### config.mk
export PLATFORM = sky130hd
export DESIGN_NAME = mbx_seq
export DESIGN_NICKNAME = d
export VERILOG_FILES = /design/src/rtl/mbxs_pkg.sv /design/src/rtl/mbxs_timer.sv /design/src/rtl/mbxs_cnt_bump.sv /design/src/rtl/mbx_seq.sv
export SDC_FILE = /design/constraint.sdc
export NUM_CORES = 1
export LEC_CHECK = 0
export BUFFER_PORTS_ARGS = -buffer_cell sky130_fd_sc_hd__buf_2
export CAP_MARGIN = 40
export CELL_PAD_IN_SITES_DETAIL_PLACEMENT = 1
export CELL_PAD_IN_SITES_GLOBAL_PLACEMENT = 2
export CORE_MARGIN = 5
export CORE_UTILIZATION = 34
export CTS_CLUSTER_DIAMETER = 150
export CTS_CLUSTER_SIZE = 40
export DETAILED_ROUTE_END_ITERATION = 6
export PLACE_DENSITY_LB_ADDON = 0.05
export SYNTH_ARGS = -nofsm -noshare
export SYNTH_HDL_FRONTEND = slang
export SYNTH_SLANG_ARGS = --single-unit
### constraint.sdc
create_clock -name clk -period 3.5 [get_ports clk]
set_input_delay 0.175 -clock clk [delete_from_list [all_inputs] [get_ports clk]]
set_output_delay 0.175 -clock clk [all_outputs]
set_load 0.02 [all_outputs]
### src/rtl/mbxs_pkg.sv
package mbxs_pkg;
    typedef enum logic [3:0] {
        ST_INIT_RD,
        ST_INIT_CTRL,
        ST_INIT_MASK,
        ST_IDLE,
        ST_POLL_RD,
        ST_POLL_WAIT,
        ST_LOCK_WR,
        ST_LOCK_RD,
        ST_LOCK_WAIT,
        ST_COPY,
        ST_CLR,
        ST_SNAP,
        ST_CNT_RD,
        ST_CNT_WR,
        ST_REL
    } state_t;

    localparam logic [31:0] MASK_INIT = 32'hFFFF_0000;
endpackage

### src/rtl/mbxs_timer.sv
module mbxs_timer #(
    parameter int unsigned POLL_CYC = 4,
    parameter int unsigned TMO_CYC  = 100
) (
    input  logic clk,
    input  logic rst_n,
    input  logic restart,
    input  logic arm,
    output logic expired,
    output logic gap_done
);
    localparam int unsigned EW = $clog2(TMO_CYC + 1);
    localparam int unsigned GW = (POLL_CYC > 1) ? $clog2(POLL_CYC + 1) : 1;
    localparam logic [EW-1:0] TMO_V    = EW'(TMO_CYC);
    localparam logic [GW-1:0] GAP_LOAD = GW'(POLL_CYC - 1);

    typedef struct packed {
        logic [EW-1:0] elapsed;
        logic [GW-1:0] gap;
    } tmr_t;

    tmr_t t_q, t_d;

    always_comb begin
        t_d = t_q;
        if (restart)
            t_d.elapsed = '0;
        else if (t_q.elapsed != TMO_V)
            t_d.elapsed = t_q.elapsed + 1'b1;
        if (arm)
            t_d.gap = GAP_LOAD;
        else if (t_q.gap != '0)
            t_d.gap = t_q.gap - 1'b1;
    end

    always_ff @(posedge clk) begin
        if (!rst_n) t_q <= '0;
        else        t_q <= t_d;
    end

    assign expired  = (t_q.elapsed == TMO_V);
    assign gap_done = (t_q.gap == '0);

    // once the window has run out it stays out until restarted
    assert_expiry_holds_R8: assert property (@(posedge clk) disable iff (!rst_n)
        (expired && !restart) |=> expired);

    // an armed gap counts down one step per cycle
    assert_gap_countdown_R2: assert property (@(posedge clk) disable iff (!rst_n)
        (!arm && !gap_done) |=> (t_q.gap == $past(t_q.gap) - 1'b1));
endmodule

### src/rtl/mbxs_cnt_bump.sv
module mbxs_cnt_bump (
    input  logic [31:0] cur,
    input  logic        hi_half,
    output logic [31:0] nxt
);
    always_comb begin
        nxt = cur;
        if (hi_half) nxt[31:16] = cur[31:16] + 16'd1;
        else         nxt[15:0]  = cur[15:0] + 16'd1;
    end
endmodule

### src/rtl/mbx_seq.sv
module mbx_seq
    import mbxs_pkg::*;
#(
    parameter int unsigned ADDR_W     = 8,
    parameter int unsigned MAX_WORDS  = 16,
    parameter int unsigned CLK_MHZ    = 250,
    parameter int unsigned POLL_US    = 100,
    parameter int unsigned TIMEOUT_US = 4_000_000,
    parameter int unsigned LOCK_BIT   = 3,
    parameter int unsigned REQ_BIT    = 0,
    parameter logic [ADDR_W-1:0] CTRL_ADDR = 'h00,
    parameter logic [ADDR_W-1:0] MASK_ADDR = 'h01,
    parameter logic [ADDR_W-1:0] FWCNT_ADDR = 'h02,
    parameter logic [ADDR_W-1:0] HOSTCNT_ADDR = 'h03,
    parameter logic [ADDR_W-1:0] SHM_BASE = 'h10,
    localparam int unsigned WW   = $clog2(MAX_WORDS + 1),
    localparam int unsigned BA_W = (MAX_WORDS > 1) ? $clog2(MAX_WORDS) : 1
) (
    input  logic              clk,
    input  logic              rst_n,
    input  logic              cmd_valid,
    input  logic              cmd_send,
    input  logic [WW-1:0]     cmd_words,
    output logic              cmd_ready,
    output logic              done,
    output logic              done_err,
    output logic [BA_W-1:0]   buf_addr,
    output logic              buf_we,
    output logic [31:0]       buf_wdata,
    input  logic [31:0]       buf_rdata,
    output logic              bus_req,
    output logic              bus_we,
    output logic [ADDR_W-1:0] bus_addr,
    output logic [31:0]       bus_wdata,
    input  logic [31:0]       bus_rdata,
    input  logic              bus_ack
);
    localparam int unsigned POLL_CYC = CLK_MHZ * POLL_US;
    localparam int unsigned TMO_CYC  = CLK_MHZ * TIMEOUT_US;
    localparam logic [WW-1:0] MAXW   = WW'(MAX_WORDS);
    localparam logic [31:0] LOCK_MASK = 32'(1) << LOCK_BIT;
    localparam logic [31:0] REQ_MASK  = 32'(1) << REQ_BIT;

    typedef struct packed {
        state_t      st;
        logic        send;
        logic [WW-1:0] words;
        logic [WW-1:0] idx;
        logic [15:0] seen_req;
        logic [15:0] seen_ack;
        logic [31:0] cnt_word;
        logic        held;
        logic        done;
        logic        err;
    } seq_t;

    seq_t s_q, s_d;

    logic        tmr_restart, tmr_arm, tmr_expired, tmr_gap_done;
    logic [31:0] cnt_next;
    logic [15:0] poll_val, poll_seen;
    state_t      after_copy;

    mbxs_timer #(.POLL_CYC(POLL_CYC), .TMO_CYC(TMO_CYC)) u_timer (
        .clk      (clk),
        .rst_n    (rst_n),
        .restart  (tmr_restart),
        .arm      (tmr_arm),
        .expired  (tmr_expired),
        .gap_done (tmr_gap_done)
    );

    // receive bumps the acknowledge half, send bumps the request half
    mbxs_cnt_bump u_bump (
        .cur     (s_q.cnt_word),
        .hi_half (!s_q.send),
        .nxt     (cnt_next)
    );

    always_comb begin
        s_d         = s_q;
        s_d.done    = 1'b0;
        s_d.err     = 1'b0;
        bus_req     = 1'b0;
        bus_we      = 1'b0;
        bus_addr    = CTRL_ADDR;
        bus_wdata   = '0;
        buf_we      = 1'b0;
        tmr_restart = 1'b0;
        tmr_arm     = 1'b0;
        poll_val    = s_q.send ? bus_rdata[31:16] : bus_rdata[15:0];
        poll_seen   = s_q.send ? s_q.seen_ack : s_q.seen_req;
        after_copy  = s_q.send ? ST_SNAP : ST_CLR;

        case (s_q.st)
            ST_INIT_RD: begin
                bus_req  = 1'b1;
                bus_addr = FWCNT_ADDR;
                if (bus_ack) begin
                    s_d.seen_req = bus_rdata[15:0];
                    s_d.seen_ack = bus_rdata[31:16];
                    s_d.st       = ST_INIT_CTRL;
                end
            end
            ST_INIT_CTRL: begin
                bus_req = 1'b1;
                bus_we  = 1'b1;
                if (bus_ack) s_d.st = ST_INIT_MASK;
            end
            ST_INIT_MASK: begin
                bus_req   = 1'b1;
                bus_we    = 1'b1;
                bus_addr  = MASK_ADDR;
                bus_wdata = MASK_INIT;
                if (bus_ack) s_d.st = ST_IDLE;
            end
            ST_IDLE: begin
                if (cmd_valid) begin
                    s_d.send    = cmd_send;
                    s_d.words   = (cmd_words > MAXW) ? MAXW : cmd_words;
                    s_d.idx     = '0;
                    tmr_restart = 1'b1;
                    s_d.st      = cmd_send ? ST_LOCK_WR : ST_POLL_RD;
                end
            end
            ST_POLL_RD: begin
                bus_req  = 1'b1;
                bus_addr = FWCNT_ADDR;
                if (bus_ack) begin
                    if (poll_val != 16'd0 && poll_val != poll_seen) begin
                        if (s_q.send) begin
                            s_d.done = 1'b1;
                            s_d.st   = ST_IDLE;
                        end else begin
                            tmr_restart = 1'b1;
                            s_d.st      = ST_LOCK_WR;
                        end
                    end else if (tmr_expired) begin
                        s_d.done = 1'b1;
                        s_d.err  = 1'b1;
                        s_d.st   = ST_IDLE;
                    end else begin
                        tmr_arm = 1'b1;
                        s_d.st  = ST_POLL_WAIT;
                    end
                end
            end
            ST_POLL_WAIT: if (tmr_gap_done) s_d.st = ST_POLL_RD;
            ST_LOCK_WR: begin
                bus_req   = 1'b1;
                bus_we    = 1'b1;
                bus_wdata = LOCK_MASK;
                if (bus_ack) s_d.st = ST_LOCK_RD;
            end
            ST_LOCK_RD: begin
                bus_req = 1'b1;
                if (bus_ack) begin
                    if (bus_rdata[LOCK_BIT]) begin
                        s_d.held = 1'b1;
                        s_d.st   = (s_q.words == '0) ? after_copy : ST_COPY;
                    end else if (tmr_expired) begin
                        s_d.done = 1'b1;
                        s_d.err  = 1'b1;
                        s_d.st   = ST_IDLE;
                    end else begin
                        tmr_arm = 1'b1;
                        s_d.st  = ST_LOCK_WAIT;
                    end
                end
            end
            ST_LOCK_WAIT: if (tmr_gap_done) s_d.st = ST_LOCK_WR;
            ST_COPY: begin
                bus_req   = 1'b1;
                bus_we    = s_q.send;
                bus_addr  = SHM_BASE + ADDR_W'(s_q.idx);
                bus_wdata = buf_rdata;
                if (bus_ack) begin
                    buf_we  = !s_q.send;
                    s_d.idx = s_q.idx + 1'b1;
                    if (s_q.idx + 1'b1 == s_q.words) s_d.st = after_copy;
                end
            end
            ST_CLR: begin
                bus_req  = 1'b1;
                bus_we   = 1'b1;
                bus_addr = SHM_BASE;
                if (bus_ack) s_d.st = ST_SNAP;
            end
            ST_SNAP: begin
                bus_req  = 1'b1;
                bus_addr = FWCNT_ADDR;
                if (bus_ack) begin
                    if (s_q.send) s_d.seen_ack = bus_rdata[31:16];
                    else          s_d.seen_req = bus_rdata[15:0];
                    s_d.st = ST_CNT_RD;
                end
            end
            ST_CNT_RD: begin
                bus_req  = 1'b1;
                bus_addr = HOSTCNT_ADDR;
                if (bus_ack) begin
                    s_d.cnt_word = bus_rdata;
                    s_d.st       = ST_CNT_WR;
                end
            end
            ST_CNT_WR: begin
                bus_req   = 1'b1;
                bus_we    = 1'b1;
                bus_addr  = HOSTCNT_ADDR;
                bus_wdata = cnt_next;
                if (bus_ack) s_d.st = ST_REL;
            end
            ST_REL: begin
                bus_req   = 1'b1;
                bus_we    = 1'b1;
                bus_wdata = s_q.send ? REQ_MASK : 32'd0;
                if (bus_ack) begin
                    s_d.held = 1'b0;
                    if (s_q.send) begin
                        tmr_restart = 1'b1;
                        s_d.st      = ST_POLL_RD;
                    end else begin
                        s_d.done = 1'b1;
                        s_d.st   = ST_IDLE;
                    end
                end
            end
            default: s_d.st = ST_IDLE;
        endcase
    end

    always_ff @(posedge clk) begin
        if (!rst_n) begin
            s_q    <= '0;
            s_q.st <= ST_INIT_RD;
        end else begin
            s_q <= s_d;
        end
    end

    assign cmd_ready = (s_q.st == ST_IDLE);
    assign done      = s_q.done;
    assign done_err  = s_q.err;
    assign buf_addr  = s_q.idx[BA_W-1:0];
    assign buf_wdata = bus_rdata;

    // shared-window writes only under the lock
    assert_shm_write_locked_R3: assert property (@(posedge clk) disable iff (!rst_n)
        (bus_req && bus_we && bus_addr >= SHM_BASE) |-> s_q.held);

    // a pending request keeps its shape until acknowledged
    assert_req_stable_R10: assert property (@(posedge clk) disable iff (!rst_n)
        (bus_req && !bus_ack) |=> (bus_req && $stable(bus_addr) && $stable(bus_we)
                                   && $stable(bus_wdata)));

    // done lasts one cycle
    assert_done_pulse_R10: assert property (@(posedge clk) disable iff (!rst_n)
        done |=> !done);

    // the counter write touches only its own half, wrapping mod 2^16
    assert_cnt_half_R4: assert property (@(posedge clk) disable iff (!rst_n)
        (bus_req && bus_we && bus_addr == HOSTCNT_ADDR && s_q.send) |->
        (bus_wdata[31:16] == s_q.cnt_word[31:16] &&
         bus_wdata[15:0] == s_q.cnt_word[15:0] + 16'd1));
    assert_cnt_half_R7: assert property (@(posedge clk) disable iff (!rst_n)
        (bus_req && bus_we && bus_addr == HOSTCNT_ADDR && !s_q.send) |->
        (bus_wdata[15:0] == s_q.cnt_word[15:0] &&
         bus_wdata[31:16] == s_q.cnt_word[31:16] + 16'd1));

    // release drops the lock bit, request bit only on a send
    assert_release_word_R4: assert property (@(posedge clk) disable iff (!rst_n)
        (s_q.st == ST_REL && bus_req) |->
        (!bus_wdata[LOCK_BIT] && bus_wdata[REQ_BIT] == s_q.send));

    // a command never ends while the lock is held
    assert_end_unlocked_R8: assert property (@(posedge clk) disable iff (!rst_n)
        done |-> !s_q.held);
endmodule

==> results.txt, run 1 <==
Status -> completed
Post-layout nets -> 1,119
Worst Path Max Fanout -> 29
Max Slew Vio Count -> 0
Leak -> 3.44 nW
Post-DR vias/cell -> 5.10
Post-synth EDFFs -> 0
Crit path launch type -> flip-flop
Final Hold Fails -> 0
VDD IR-drop max -> 0.406 mV
Synth top area cells -> dfxtp_1 (34%), xor2_1 (9.2%), nand2_1 (7.2%), nor2_1 (5.2%), a21oi_1 (5.0%)
Area grow syn2layout -> 19.0%
DR vias -> 6,771
Num ports -> 156
Critical path, cell by cell -> nor2b_1 -> nand3_1 -> buf_4 -> o21ai_0 -> a221o_1 -> buf_2
Num rows -> 53
Hold Crit Class -> in -> reg
RSZ-0062 raised after global routing -> no
CP arrival -> 2640 ps
WL final -> 22,500 microns
Cell count after synthesis -> 935
Vias in the first global route -> 6,956
TritonCTS clock tree -> yes
Post-route DRC violation count -> 0
Largest net degree at the start of global routing -> 44
P per Cell Area -> 650 mW/mm^2
Worst EP required -> 3320 ps
Post-cts sizing count -> 0
Core area -> 0.0212 sq mm
Post-synthesis sequential area ratio -> 34.3%
Cts bufs inserted -> 17
Fill count -> 2,615
Grt total ovfl -> 0
Largest family of logic cells by synthesized area -> simple AND/OR/NAND/NOR gates
Yosys reg bits -> 126
Clock Tree Root -> clkbuf_16
Worst Max-Slew Pin Slew -> 642 ps
DR iter-0 viols -> 309
Synth Cell Area -> 0.00736 sq mm
Die area -> 0.0247 sq mm
Detailed Place HPWL -> 16,500 microns
Synth Area in Simple Gates -> 26.4%
Post-Synthesis Mean Instance Area -> 7.87 sq um
Area share of the largest cell type after synthesis -> 34.3%
Drt first pass iters -> 4
Final Wtd Congestion -> 0.805
Max_cap viols -> 0
Worst slew margin -> 57.2%
Minimum clock period -> 2810 ps
Clock Latency Late Sink -> 420 ps
Routed wire per std cell -> 16.9 microns
TNS Setup -> 0 ps
Setup Skew -> 8.99 ps
Fraction of synthesized cell area in xor and xnor cells -> 12.1%
Final ANT Viol Nets -> 0
Crit path kind -> reg -> out
Synth cell types -> 67
Layout cells sized above 1 -> 20.7%
Syn. warnings -> 0
Clock Tree Buf Depth -> 2
Worst-path clk slew -> 60 ps
Adder-cell share of the synthesized area -> 1.02%
Mux contribution to synthesized area -> 5.03%
Period utilisation layout -> 80.4%
Fmax -> 355 MHz
CP Capture Type -> output port
Starting Density -> 34.8%
Tot GR Track Use -> 18.3%
Asr flop ratio synth -> 0%
Total clock sinks -> 126
Die Y -> 157 microns
First-pass GRT wire length -> 36,400 microns
Postcts setup bufs -> 0
Initial antenna violation count -> 0
Slowest-stage cell, CP -> dfxtp_1
Synth area leader -> dfxtp_1
H-tree Lvls -> 4
Post-CTS Hold Buffers -> 0
Complex-gate fraction of the synthesized area -> 13.9%
IO Port Bufs -> 153
Die width -> 157 microns
Post-synth top flop -> dfxtp_1
Final setup viols -> 0
CP peak stage delay -> 730 ps
Core Util, Final -> 41.4%
N_diodes -> 0
-- Yosys cell counts (all sizes together), types with 3 or more instances --
master / number
mux2i: 37
inv: 10
o21ai: 48
nand4: 20
a211o: 3
ha: 6
o21bai: 3
nand4b: 3
or4: 3
a211oi: 4
and3: 11
nor3: 16
xor2: 77
nor2b: 4
nand2: 141
nand3: 24
xnor2: 25
o31a: 9
a21oi: 76
nor4: 26
and2: 8
nand2b: 9
buf: 47
or3: 10
nor2: 104
nor3b: 5
clkbuf: 39
and4: 3
nor4b: 5
o211ai: 5
dfxtp: 126
-- report_power, final --
group | switching, mW | internal, mW
Combinational | 1.25 | 0.787
Sequential | 0.201 | 1.62
Clock | 0.657 | 1.17
Total | 2.11 | 3.58
-- cell usage in the layout, fill, tap and decap left out, types with 10 or more instances in the layout --
cell       count
buf_2        153
nand2_1      141
dfxtp_1      126
nor2_1       102
xor2_1        77
a21oi_1       74
o21ai_0       47
mux2i_1       37
xnor2_1       25
nand3_1       23
nor4_1        22
nand4_1       20
clkbuf_16     17
buf_4         16
nor3_1        14
and3_1        11
or3_1         10
-- area by class of cell --
cell class | instances | area, sq um | share of cell area (%)
inverter | 11 | 41.3 | 0.472
clock buffer | 22 | 474 | 5.42
multi-input combinational | 713 | 4330 | 49.4
tap | 275 | 344 | 3.93
sequential | 126 | 2520 | 28.8
clock inverter | 10 | 136 | 1.56
timing repair buffer | 170 | 906 | 10.4
-- sequential cells by signal, indices dropped and copies added, names as in the netlist --
name / flops
s_q: 75
u_timer.t_q: 45
buf_addr: 4
done: 1
done_err: 1
-- worst paths after layout --
| check | to | slack, ps | cells past startpoint | startpoint |
|---|---|---|---|---|
| worst max-delay path | bus_wdata[0] | 690 | 6 | s_q[79] |
| worst max register to register | s_q[80] | 960 | 6 | s_q[81] |
| worst min-delay path | s_q[14] | 40 | 3 | bus_rdata[11] |
| worst min register to register | s_q[18] | 480 | 2 | s_q[18] |
-- worst max-delay path, delay by kind of cell (launching register included) --
kind / cells / cell delay, ps
AO/OA/AOI/OAI: 2 / 470
buffers and inverters: 2 / 510
flip-flops: 1 / 730
AND/OR/NAND/NOR: 2 / 510
-- kinds of logic after synthesis --
group	Yosys count
AOI/OAI and AO/OA	170
xor gates and xnor gates	102
adders and majority gates	6
buffers and inverters	97
DFF	126
muxes	37
other	1
and+or+nand+nor	396
-- layer usage --
layer	wire length, microns	GRT usage (%)	vias up
li1	-	-	3415
met1	10900	24.9	3204
met2	10200	30.3	140
met3	1120	3.68	12
met4	162	3.48	0
met5	0	0	-
-- through the flow --
step	total power, mW	cells	area [sq um]	setup WS [ps]	hold WS (ps)
after detailed placement	3.89	1295	8140	1030	477
after floorplan	3.30	936	7360	1400	311
after global routing	6.05	1327	8750	537	35.4
after CTS	5.76	1327	8750	713	30.8
after global placement	3.88	1294	8120	1090	463
final	5.68	1327	8750	686	42.3
No activity file was read; power rests on OpenSTA's default activity.
==> run 2, diff against run 1 <==
--- a/config.mk
+++ b/config.mk
@@ -10,7 +10,7 @@
 export CELL_PAD_IN_SITES_DETAIL_PLACEMENT = 1
 export CELL_PAD_IN_SITES_GLOBAL_PLACEMENT = 2
 export CORE_MARGIN = 5
-export CORE_UTILIZATION = 34
+export CORE_UTILIZATION = 32
 export CTS_CLUSTER_DIAMETER = 150
 export CTS_CLUSTER_SIZE = 40
 export DETAILED_ROUTE_END_ITERATION = 6
==> constraint.sdc (replaced) <==
create_clock -name clk -period 2.6 [get_ports clk]
set_input_delay 0.13 -clock clk [delete_from_list [all_inputs] [get_ports clk]]
set_output_delay 0.13 -clock clk [all_outputs]
set_load 0.02 [all_outputs]
==> run 2 against run 1 <==
Non-clock buffer count rose by 35; clock-buffer cell count shrank 4; via count increased by 1.4%; final cell count rose by 3.3%.
==> results.txt, run 2 (synthesis gave the netlist of run 1 again) <==
Layout cells sized above 1 -> 21.9% (+1.2 points)
Period utilisation layout -> 91.6%
Largest register by flop count -> s_q
Final Wtd Congestion -> 0.822 (+2.1%)
Final setup viols -> 0 (unchanged)
Routed wire per std cell -> 17.1 microns (+0.80%)
TNS Setup -> 0 ps (unchanged)
DR vias -> 6,868 (+1.4%)
Worst Path Max Fanout -> 4 (-86%)
Worst EP required -> 2470 ps (-850 ps)
Final Hold Fails -> 0 (unchanged)
Drt first pass iters -> 4 (unchanged)
RSZ-0062 raised after global routing -> no
Post-layout nets -> 1,154 (+3.1%)
VDD IR-drop max -> 0.429 mV (+5.7%)
Post-DR vias/cell -> 5.01 (-1.8%)
Status -> completed
TritonCTS clock tree -> yes
Area grow syn2layout -> 23.8%
Total clock sinks -> 126 (unchanged)
Setup Skew -> 11.5 ps (+2.52 ps)
Die width -> 162 microns (+2.9%)
P per Cell Area -> 866 mW/mm^2 (+33%)
Initial antenna violation count -> 0 (unchanged)
Max Slew Vio Count -> 0 (unchanged)
Final ANT Viol Nets -> 0 (unchanged)
Most frequent cells in the layout -> buf_2 (153), nand2_1 (141), dfxtp_1 (125)
CP bufs+invs -> 1 (-1)
Largest net degree at the start of global routing -> 45 (+2.3%)
Cts bufs inserted -> 17 (unchanged)
CP peak stage delay -> 390 ps (-340 ps)
Post-route cell area -> 0.00910 sq mm (+4.0%)
Worst slew margin -> 51.3% (-5.9 points)
N_diodes -> 0 (unchanged)
Clock Latency Late Sink -> 430 ps (about the same)
Leak -> 3.61 nW (+4.8%)
Die Y -> 162 microns (+2.9%)
Fmax -> 420 MHz
Grt total ovfl -> 0 (unchanged)
Clock Tree Buf Depth -> 2 (unchanged)
Num rows -> 55 (+3.8%)
Tot GR Track Use -> 18.0% (-0.22 points)
Max reg flops -> 75 (unchanged)
Post-route DRC violation count -> 0 (unchanged)
Minimum clock period -> 2380 ps
CP Capture Type -> output port
Fill count -> 2,765 (+5.7%)
First-pass GRT wire length -> 38,200 microns (+5.0%)
Most common cell after layout, fill and taps aside -> buf_2
Core Util, Final -> 40.2% (-1.2 points)
DR iter-0 viols -> 282 (-8.7%)
Critical path, cell by cell -> ha_1 -> and3b_1 -> nand2b_1 -> nor2_1 -> nand3_1 -> xor2_1 -> o21ai_0 -> buf_2
Worst-path clk slew -> 60 ps (about the same)
Detailed Place HPWL -> 17,200 microns (+4.3%)
DP Worst Slack -> 311 ps (-720 ps)
Reg area -> 0.00252 sq mm (about the same)
IO Port Bufs -> 153 (unchanged)
Clock Tree Root -> clkbuf_16
Slowest-stage cell, CP -> dfxtp_1
Hold Crit Class -> in -> reg
Max_cap viols -> 0 (unchanged)
H-tree Lvls -> 4 (unchanged)
PnR worst setup slack -> 219 ps (-467 ps)
Placed instance area -> 0.00830 sq mm (+1.9%)
CP arrival -> 2250 ps (-390 ps)
Die area -> 0.0261 sq mm (+5.9%)
Num ports -> 156 (unchanged)
Crit path kind -> reg -> out
WL final -> 23,400 microns (+4.1%)
Crit path max-delay family -> simple AND/OR/NAND/NOR gates
Core area -> 0.0226 sq mm (+7.0%)
Vias in the first global route -> 7,079 (+1.8%)
Multi-input logic area -> 0.00434 sq mm (+0.23%)
Worst Max-Slew Pin Slew -> 730 ps (+88.4 ps)
Starting Density -> 32.5% (-2.3 points)
Crit path launch type -> flip-flop
Postcts setup bufs -> 0 (unchanged)
-- run 2: cell type report --
class,instances,share of cell area (%)
clock buffer,18,4.82
inverter,11,0.453
timing repair buffer,205,13.6
clock inverter,13,1.83
sequential,126,27.7
tap,285,3.92
multi-input combinational,713,47.6
-- run 2: through the flow --
stage               power [mW]  instances  hold slack [ps]
global route              8.39       1371             19.6
finish                    7.88       1371             15.7
CTS                       7.98       1371             1.11
global placement          5.43       1321              426
detailed placement        5.44       1321              431
floorplan                 4.44        936              266
-- run 2: worst paths after layout --
check,startpoint,slack (ps),depth (start not counted),end
max,s_q[19],220,8,bus_wdata[28]
min,bus_rdata[13],20,3,s_q[16]
max reg2reg,buf_addr[1],320,7,s_q[80]
min reg2reg,s_q[34],480,2,s_q[34]
-- run 2: routing by layer --
metal,wire [microns],vias up,GRT usage (%)
met4,174,0,3.96
met5,0,-,0
met2,10900,129,30.2
li1,-,3479,-
met3,981,9,3.73
met1,11300,3251,24.1
-- run 2: timing repair --
action,CTS,global route
hold buffers,19,0
setup endpoints to repair,0,6
hold endpoints to repair,19,0
resized for setup,0,3
-- run 2: worst min-delay path, cell delays in order --
cell	delay [ps]
buf_2	130
nand2_1	70
a21oi_1	50
-- run 2: power by group --
part | internal, mW | leakage, nW | switching [mW] | total (mW)
Sequential | 2.18 | 1.02 | 0.220 | 2.40
Combinational | 1.22 | 2.30 | 1.79 | 3.01
Clock | 1.53 | 0.288 | 0.944 | 2.48
==> run 3, diff against run 2 <==
==> constraint.sdc (replaced) <==
create_clock -name clk -period 2.6 [get_ports clk]
set_input_delay 0.39 -clock clk [delete_from_list [all_inputs] [get_ports clk]]
set_output_delay 0.39 -clock clk [all_outputs]
set_load 0.02 [all_outputs]
==> run 3 against run 2 <==
Routed wire length is 1.4% lower; combinational power shrank 2%; final cell count is 1.2% lower; sequential cell count unchanged; worst setup slack worse by 82 ps; final area shrank 1.3%; clock-buffer cell count rose by 1; power grew 0.80%; maximum frequency is 3.3% lower; non-clock buffer count decreased by 18; die area is the same; sequential power hardly changed; critical path type unchanged; critical endpoint is now bus_wdata[0]; largest power group unchanged.
==> results.txt, run 3 (synthesis gave the netlist of run 1 again) <==
CP Capture Type -> output port
TNS Setup -> 0 ps (unchanged)
Num ports -> 156 (unchanged)
Largest register by flop count -> s_q
Num rows -> 55 (unchanged)
Detailed Place HPWL -> 17,300 microns (+0.54%)
Die area -> 0.0261 sq mm (unchanged)
Clock Tree Buf Depth -> 2 (unchanged)
Final ANT Viol Nets -> 0 (unchanged)
Drt first pass iters -> 4 (unchanged)
Clock Tree Root -> clkbuf_16
Post-layout nets -> 1,136 (-1.6%)
Grt total ovfl -> 0 (unchanged)
PnR worst setup slack -> 136 ps (-82.1 ps)
Cts bufs inserted -> 17 (unchanged)
First-pass GRT wire length -> 37,400 microns (-1.9%)
DR vias -> 6,796 (-1.0%)
Die width -> 162 microns (unchanged)
Layout cells sized above 1 -> 23.3% (+1.4 points)
IO Port Bufs -> 153 (unchanged)
VDD IR-drop max -> 0.491 mV (+14%)
Fmax -> 406 MHz (-3.3%)
Minimum clock period -> 2460 ps (+82.1 ps)
Starting Density -> 32.5% (unchanged)
Core area -> 0.0226 sq mm (unchanged)
Clock Latency Late Sink -> 420 ps (about the same)
DR iter-0 viols -> 329 (+17%)
H-tree Lvls -> 4 (unchanged)
Hold_ws -> 258 ps (+242 ps)
Total clock sinks -> 126 (unchanged)
WL final -> 23,100 microns (-1.4%)
Post-route DRC violation count -> 0 (unchanged)
Final Wtd Congestion -> 0.784 (-4.6%)
Crit path kind -> reg -> out
TritonCTS clock tree -> yes
Post-DR vias/cell -> 5.02 (+0.12%)
Routed wire per std cell -> 17.0 microns (-0.20%)
Tot GR Track Use -> 17.7% (-0.32 points)
Max_cap viols -> 0 (unchanged)
DP Worst Slack -> 135 ps (-175 ps)
Hold Crit Class -> in -> reg
Initial antenna violation count -> 0 (unchanged)
Worst Path Max Fanout -> 33 (+29)
Leak -> 3.56 nW (-1.3%)
Most common cell after layout, fill and taps aside -> buf_2
Largest net degree at the start of global routing -> 38 (-16%)
Post-route cell area -> 0.00898 sq mm (-1.3%)
Die Y -> 162 microns (unchanged)
Max reg flops -> 75 (unchanged)
Final Hold Fails -> 0 (unchanged)
Worst-path clk slew -> 60 ps (about the same)
Placed instance area -> 0.00829 sq mm (-0.15%)
Final setup viols -> 0 (unchanged)
Vias in the first global route -> 6,916 (-2.3%)
Worst EP required -> 2210 ps (-260 ps)
Post-CTS Hold Buffers -> 0 (-19)
Status -> completed
CP arrival -> 2070 ps (-180 ps)
Period utilisation layout -> 94.8% (+3.2 points)
P per Cell Area -> 885 mW/mm^2 (+2.2%)
Crit path launch type -> flip-flop
Worst Max-Slew Pin Slew -> 581 ps (-149 ps)
Worst slew margin -> 61.0% (+9.8 points)
RSZ-0062 raised after global routing -> no
Most frequent cells in the layout -> buf_2 (152), nand2_1 (141), dfxtp_1 (120)
Setup Skew -> 7.98 ps (-3.54 ps)
Max Slew Vio Count -> 0 (unchanged)
Area grow syn2layout -> 22.1%
[run 3: worst paths after layout]
path | start | end | slack, ps | cells after the start
max | s_q[80] | bus_wdata[0] | 140 | 6
min | bus_rdata[25] | s_q[28] | 260 | 3
max reg2reg | u_timer.t_q[15] | u_timer.t_q[17] | 330 | 8
min reg2reg | s_q[18] | s_q[18] | 480 | 2
[run 3: timing repair]
item,CTS,global route
cloned,0,0
resized for setup,10,9
buffers inserted,1,0
pin swaps,0,0
setup endpoints to repair,13,13
[run 3: metrics by stage]
stage                     power [mW]  util [%]  cells
after floorplan                 4.44         -    936
after global placement          5.40      36.6   1321
after detailed placement        5.39      36.6   1321
after CTS                       8.03      39.5   1354
after global routing            8.45      39.7   1354
final                           7.95      39.7   1355
[run 3: worst max-delay path: stages, from the launching register on]
cell     delay [ps]
dfxtp_1         490
nor2b_4         260
nand3_1          90
buf_4           240
nor3b_1         230
a221o_1         170
buf_2           170
[run 3: per-layer routing]
layer | vias up | global-route usage [%] | wire (microns)
met4 | 0 | 4.15 | 203
met2 | 126 | 29.2 | 10600
li1 | 3465 | - | -
met5 | - | 0 | 0
met1 | 3191 | 24.4 | 11300
met3 | 14 | 2.93 | 930
[run 3: final cells by class]
class	count	area, sq um
flip-flops and latches	126	2530
well taps	285	357
clock buffers	19	443
repair buffers	187	1050
multi-input cells	713	4370
clock inverters	13	189
diodes	1	2.50
inverters	11	42.5
fillers	2778	13700
[run 3: power by group]
group          leakage [nW]  switching, mW  internal (mW)
Combinational          2.23           1.75           1.19
Clock                 0.304          0.948           1.64
Sequential             1.03          0.239           2.18
Total                  3.56           2.94           5.01
